$ cat config.mk
export PLATFORM = sky130hd
export DESIGN_NAME = mq_serial_core
export DESIGN_NICKNAME = d
export VERILOG_FILES = /design/src/rtl/mq_pkg.sv /design/src/rtl/mq_coef_gen.sv /design/src/rtl/mq_pair_walker.sv /design/src/rtl/mq_serial_core.sv
export SDC_FILE = /design/constraint.sdc
export NUM_CORES = 1
export LEC_CHECK = 0
export BUFFER_PORTS_ARGS = -buffer_cell sky130_fd_sc_hd__buf_2
export CAP_MARGIN = 20
export CORE_AREA = 2 2 96 98
export CTS_BUF_LIST = sky130_fd_sc_hd__clkbuf_16
export CTS_CLUSTER_SIZE = 16
export DETAILED_ROUTE_END_ITERATION = 6
export DIE_AREA = 0 0 98 100
export PLACE_DENSITY = 0.43
export SLEW_MARGIN = 20
export SYNTH_ARGS = -nofsm -noshare
export SYNTH_HDL_FRONTEND = slang
export SYNTH_SLANG_ARGS = --single-unit
$ cat constraint.sdc
create_clock -name clk -period 2.46 [get_ports clk]
set_input_delay 0.369 -clock clk [delete_from_list [all_inputs] [get_ports clk]]
set_output_delay 0.369 -clock clk [all_outputs]
set_load 0.02 [all_outputs]
$ cat src/rtl/mq_pkg.sv
package mq_pkg;
  typedef enum logic {
    ST_IDLE = 1'b0,
    ST_RUN  = 1'b1
  } mq_st_e;
endpackage

$ cat src/rtl/mq_coef_gen.sv
module mq_coef_gen #(
  parameter int          CGW  = 16,
  parameter logic [15:0] SEED = 16'hACE1
) (
  input  logic clk,
  input  logic rst_n,
  input  logic restart,
  input  logic step,
  output logic coef
);
  logic [CGW-1:0] s_q, s_d;
  logic           fb;
  logic           s_en;

  always_comb begin
    fb   = s_q[0] ^ s_q[2] ^ s_q[3] ^ s_q[5] ^ (s_q[7] & s_q[11]);
    s_en = restart | step;
    s_d  = s_q;
    if (restart)   s_d = CGW'(SEED);
    else if (step) s_d = {fb, s_q[CGW-1:1]};
  end

  always_ff @(posedge clk or negedge rst_n) begin
    if (!rst_n)    s_q <= CGW'(SEED);
    else if (s_en) s_q <= s_d;
  end

  assign coef = s_q[0];

  p_hold_r3: assert property (@(posedge clk) disable iff (!rst_n)
    (!restart && !step) |=> $stable(coef));
endmodule

$ cat src/rtl/mq_pair_walker.sv
module mq_pair_walker #(
  parameter int NVAR = 8,
  localparam int IW  = (NVAR > 1) ? $clog2(NVAR) : 1
) (
  input  logic          clk,
  input  logic          rst_n,
  input  logic          restart,
  input  logic          step,
  output logic [IW-1:0] ii,
  output logic [IW-1:0] jj,
  output logic          last_pair
);
  localparam logic [IW-1:0] TOP = IW'(NVAR - 1);

  logic [IW-1:0] ii_q, ii_d, jj_q, jj_d;
  logic          en;

  always_comb begin
    last_pair = (ii_q == TOP) && (jj_q == TOP);
    en        = restart | step;
    ii_d      = ii_q;
    jj_d      = jj_q;
    if (restart || last_pair) begin
      ii_d = '0;
      jj_d = '0;
    end else if (jj_q == TOP) begin
      ii_d = ii_q + 1'b1;
      jj_d = ii_q + 1'b1;
    end else begin
      jj_d = jj_q + 1'b1;
    end
  end

  always_ff @(posedge clk or negedge rst_n) begin
    if (!rst_n) begin
      ii_q <= '0;
      jj_q <= '0;
    end else if (en) begin
      ii_q <= ii_d;
      jj_q <= jj_d;
    end
  end

  assign ii = ii_q;
  assign jj = jj_q;

  p_order_r2: assert property (@(posedge clk) disable iff (!rst_n)
    ii_q <= jj_q);
  p_wrap_r2: assert property (@(posedge clk) disable iff (!rst_n)
    (step && !restart && last_pair) |=> (ii_q == '0 && jj_q == '0));
endmodule

$ cat src/rtl/mq_serial_core.sv
module mq_serial_core
  import mq_pkg::*;
#(
  parameter int          NVAR = 8,
  parameter int          NOUT = 8,
  parameter int          CGW  = 16,
  parameter logic [15:0] SEED = 16'hACE1
) (
  input  logic            clk,
  input  logic            rst_n,
  input  logic            ld_valid,
  input  logic [NVAR-1:0] ld_state,
  input  logic            start,
  output logic            busy,
  output logic            ks_valid,
  output logic            ks_bit,
  output logic            done
);
  localparam int NPOLY = NOUT + NVAR;
  localparam int PW    = $clog2(NPOLY);
  localparam int IW    = (NVAR > 1) ? $clog2(NVAR) : 1;

  mq_st_e          st_q, st_d;
  logic [NVAR-1:0] x_q, x_d, buf_q, buf_d, nxt_full;
  logic [PW-1:0]   pk_q, pk_d;
  logic            acc_q, acc_d;
  logic            ksv_q, ksv_d, ksb_q, ksb_d, done_q, done_d;
  logic            x_en, buf_en;

  logic            accept, run, coef, term, res;
  logic            poly_end, last_poly, commit, is_ks;
  logic [IW-1:0]   ii, jj;
  logic            last_pair;

  assign run    = (st_q == ST_RUN);
  assign accept = (st_q == ST_IDLE) && start;

  mq_pair_walker #(.NVAR(NVAR)) walk_i (
    .clk(clk), .rst_n(rst_n), .restart(accept), .step(run),
    .ii(ii), .jj(jj), .last_pair(last_pair)
  );

  mq_coef_gen #(.CGW(CGW), .SEED(SEED)) cgen_i (
    .clk(clk), .rst_n(rst_n), .restart(accept), .step(run), .coef(coef)
  );

  always_comb begin
    term      = coef & x_q[ii] & x_q[jj];
    res       = acc_q ^ term;
    poly_end  = run && last_pair;
    last_poly = (pk_q == PW'(NPOLY - 1));
    commit    = poly_end && last_poly;
    is_ks     = (pk_q < PW'(NOUT));
  end

  genvar b;
  generate
    for (b = 0; b < NVAR; b++) begin : g_buf
      logic wr;
      assign wr       = poly_end && (pk_q == PW'(NOUT + b));
      assign buf_d[b] = wr ? res : buf_q[b];
      if (b == NVAR - 1) begin : g_top
        assign nxt_full[b] = res;
      end else begin : g_low
        assign nxt_full[b] = buf_q[b];
      end
    end
  endgenerate

  always_comb begin
    st_d   = st_q;
    pk_d   = pk_q;
    acc_d  = acc_q;
    x_d    = x_q;
    x_en   = 1'b0;
    buf_en = poly_end && !is_ks;
    ksv_d  = poly_end && is_ks;
    ksb_d  = (poly_end && is_ks) ? res : ksb_q;
    done_d = commit;
    if (accept) begin
      st_d  = ST_RUN;
      pk_d  = '0;
      acc_d = 1'b0;
    end else if (run) begin
      acc_d = poly_end ? 1'b0 : res;
      if (poly_end) pk_d = last_poly ? '0 : pk_q + 1'b1;
      if (commit)   st_d = ST_IDLE;
    end
    if (commit) begin
      x_d  = nxt_full;
      x_en = 1'b1;
    end else if (st_q == ST_IDLE && ld_valid) begin
      x_d  = ld_state;
      x_en = 1'b1;
    end
  end

  always_ff @(posedge clk or negedge rst_n) begin
    if (!rst_n) begin
      st_q   <= ST_IDLE;
      pk_q   <= '0;
      acc_q  <= 1'b0;
      x_q    <= '0;
      buf_q  <= '0;
      ksv_q  <= 1'b0;
      ksb_q  <= 1'b0;
      done_q <= 1'b0;
    end else begin
      st_q   <= st_d;
      pk_q   <= pk_d;
      acc_q  <= acc_d;
      if (x_en)   x_q   <= x_d;
      if (buf_en) buf_q <= buf_d;
      ksv_q  <= ksv_d;
      ksb_q  <= ksb_d;
      done_q <= done_d;
    end
  end

  assign busy     = run;
  assign ks_valid = ksv_q;
  assign ks_bit   = ksb_q;
  assign done     = done_q;

  p_valid_pulse_r4: assert property (@(posedge clk) disable iff (!rst_n)
    ks_valid |=> !ks_valid);
  p_valid_in_run_r4: assert property (@(posedge clk) disable iff (!rst_n)
    ks_valid |-> busy);
  p_done_pulse_r5: assert property (@(posedge clk) disable iff (!rst_n)
    done |=> !done);
  p_done_idle_r5: assert property (@(posedge clk) disable iff (!rst_n)
    done |-> !busy && !ks_valid);
  p_start_busy_r6: assert property (@(posedge clk) disable iff (!rst_n)
    (busy && start) |=> (busy || done));
  p_ld_held_r7: assert property (@(posedge clk) disable iff (!rst_n)
    (busy && ld_valid && !commit) |=> $stable(x_q));
endmodule

==> results.json <==
{
  "antenna_left": 0,
  "critPathRequiredTime_ns": 2.58,
  "path_clk_slew_ns": 0.06,
  "leakage_nw": 1.224,
  "synthArstFlopShare": 1.000,
  "cts_setup_buffers": 0,
  "overflow": 0,
  "grt_max_degree": 36,
  "core_um2": 8890,
  "slew_viol_final": 0,
  "placed_cell_area_um2": 2547,
  "synth_area_leader_cell": "dfrtp_1",
  "rows": 35,
  "cts_tree": "built",
  "die_x_um": 98,
  "vias": 1677,
  "slew_headroom": 0.5070,
  "yosys_warnings": 0,
  "fin_cells": 362,
  "worstMarginPinSlew_ns": 0.7351,
  "port_buffers": 15,
  "worstPathArrival_ns": 2.16,
  "yosysTopAreaCellShare": 0.4106,
  "syn_area_per_cell_um2": 9.897,
  "ios": 16,
  "crit_path_start": "walk_i.ii[2]$_DFFE_PN0P_",
  "grt_pass1_wl_um": 9039,
  "cts_buffer_depth": 2,
  "rsz0062_at_grt": "false",
  "worstSetupStartpointType": "register",
  "critical_path_class": "register to register",
  "start_util": 0.2605,
  "nets": 270,
  "viasPerCell": 4.633,
  "wirelength_um": 5092,
  "synth_cells": 234,
  "cp_cell_sequence": "mux2i_1, a221o_1, o31ai_2, a31oi_1",
  "crit_family": "compound AO/OA/AOI/OAI gates",
  "place_congestion": 0.7389,
  "ys_seq_area_frac": 0.5014,
  "syn_to_final_growth_pct": 15.94,
  "htree_levels": 2,
  "ys.flop_type": "dfrtp_1",
  "fin_skew_ns": 0.005560,
  "min_period_over_period": 0.8280,
  "synthTopCellsByArea": "dfrtp_1 (41%), dfstp_2 (9.1%), nand2_1 (5.7%)",
  "synth_edf_count": 0,
  "slowest_delay_ns": 0.66,
  "ir_drop_v": 0.0003037,
  "cap_viol_max_count": 0,
  "grt.total_usage": 0.1155,
  "antenna_found_initial": 0,
  "synth_seq_cells": 46,
  "dpl.cell_count": 354,
  "synth_nets": 254,
  "synth_area_um2": 2316,
  "setup-tns-final_ns": 0,
  "ys_top_cells_by_count": "dfrtp_1 (38), nand2_1 (35), o21ai_0 (25)",
  "hpwl_um": 3497,
  "finalCriticalPeriod_ns": 2.037,
  "hold_buffers": 0,
  "drive_above_1_share": 0.1594,
  "holdWs_ns": 0.05824,
  "diodes": 0,
  "r2r-start": "walk_i.ii[2]$_DFFE_PN0P_",
  "synth_most_common_cell": "dfrtp_1",
  "cts_buffers": 5,
  "end_kind": "register",
  "cp_num_buf_inv": 0,
  "grt_pass1_vias": 1709,
  "yosysUniqueCellTypes": 39,
  "slowest_stage": "o31ai_2",
  "power-per-cell-area_nw_per_um2": 1049,
  "die_y_um": 100,
  "hold_viol": 0,
  "status": "completed",
  "design.die.area_um2": 9800,
  "firstDrtPassIters": 4,
  "min_path_type": "input pin to asynchronous set/reset pin",
  "drt_iter0_drc": 72,
  "drc": 0,
  "post_cts_resized": 0,
  "design_area_um2": 2685,
  "clock_sinks": 46,
  "root_buffer": "clkbuf_16",
  "clk_latency_ns": 0.28,
  "max_freq_ghz": 0.4910,
  "cp_max_fo": 9,
  "finalSetupViolCount": 0,
  "wire_per_inst_um": 14.07
}
[worst register-to-register path: stages, from the launching register on]
cell	delay, ns
dfrtp_1	0.47
mux2i_1	0.17
a221o_1	0.41
o31ai_2	0.66
a31oi_1	0.17
[layout make-up]
type                    instances  area [um^2]
clock buffers                   5        125.1
clock inverters                 3        12.51
fillers                       945         6205
inverters                       4        15.01
multi-input cells             172         1087
flip-flops and latches         46         1161
well taps                     111        138.9
repair buffers                 21        145.1
[sequential cells by signal, indices dropped and copies added (netlist names)]
| register | count |
|---|---|
| cgen_i.s_q | 16 |
| x_q | 8 |
| buf_q | 7 |
| pk_q | 4 |
| walk_i.ii | 3 |
| walk_i.jj | 3 |
| acc_q | 1 |
| busy | 1 |
| done | 1 |
| ks_bit | 1 |
| ks_valid | 1 |
[kinds of logic (layout without fill, tap and decap cells)]
| group | after synthesis | after routing | share of synthesized area |
|---|---|---|---|
| buf+inv | 16 | 33 | 0.02917 |
| fa+ha+maj | 8 | 8 | 0.04322 |
| simple gates | 97 | 97 | 0.2102 |
| compound gates | 55 | 55 | 0.1486 |
| flops | 46 | 46 | 0.5013 |
| xor+xnor | 5 | 5 | 0.01891 |
| mux | 7 | 7 | 0.04862 |
[layout by cell type (no fill, tap or decap), drive strengths merged, types with 2 or more instances in the layout]
master	n
mux2i	3
clkinv	2
inv	5
o21ai	25
dfrtp	38
o31ai	4
a22oi	7
nand2b	12
nor2	22
ha	8
clkbuf	5
buf	21
xnor2	4
a31oi	10
and4b	4
nand2	35
a22o	2
nor2b	8
dfstp	8
nand3	2
mux4	3
a21oi	2
and3	6
[per-layer routing]
metal  GRT usage  routed length (um)
met1      0.1706                2717
met4     0.03846                  68
met5           0                   0
met3     0.02368                 113
met2      0.1686                2192
[worst paths after layout]
| kind | depth (start not counted) | slack, ns | end |
|---|---|---|---|
| setup / recovery | 4 | 0.42 | buf_q[1]$_DFFE_PN0P_ |
| hold / removal | 1 | 0.06 | pk_q[2]$_DFFE_PN0P_ |
| setup reg to reg | 4 | 0.42 | buf_q[1]$_DFFE_PN0P_ |
| hold reg to reg | 2 | 0.48 | cgen_i.s_q[3]$_DFFE_PN0P_ |
| max in group asynchronous | 2 | 1.88 | walk_i.ii[0]$_DFFE_PN0P_ |
| min in group clk | 3 | 0.31 | x_q[0]$_DFFE_PN0P_ |
[where the power goes]
| group | internal [W] | leakage [nW] | switching, W |
|---|---|---|---|
| logic | 0.000436 | 0.591 | 0.000421 |
| registers | 0.00107 | 0.560 | 0.000244 |
| clock network | 0.000368 | 0.0724 | 0.000280 |
[metrics by stage]
step / total power (W) / setup WS (ns) / utilization
after CTS: 0.002856 / 0.3941 / 0.3020
after floorplan: 0.001953 / 0.6838 / -
after global placement: 0.002193 / 0.4103 / 0.2866
after detailed placement: 0.002197 / 0.3947 / 0.2866
after global routing: 0.003070 / 0.2407 / 0.3020
final: 0.002816 / 0.4232 / 0.3020
(Power assumes the default switching activity.)
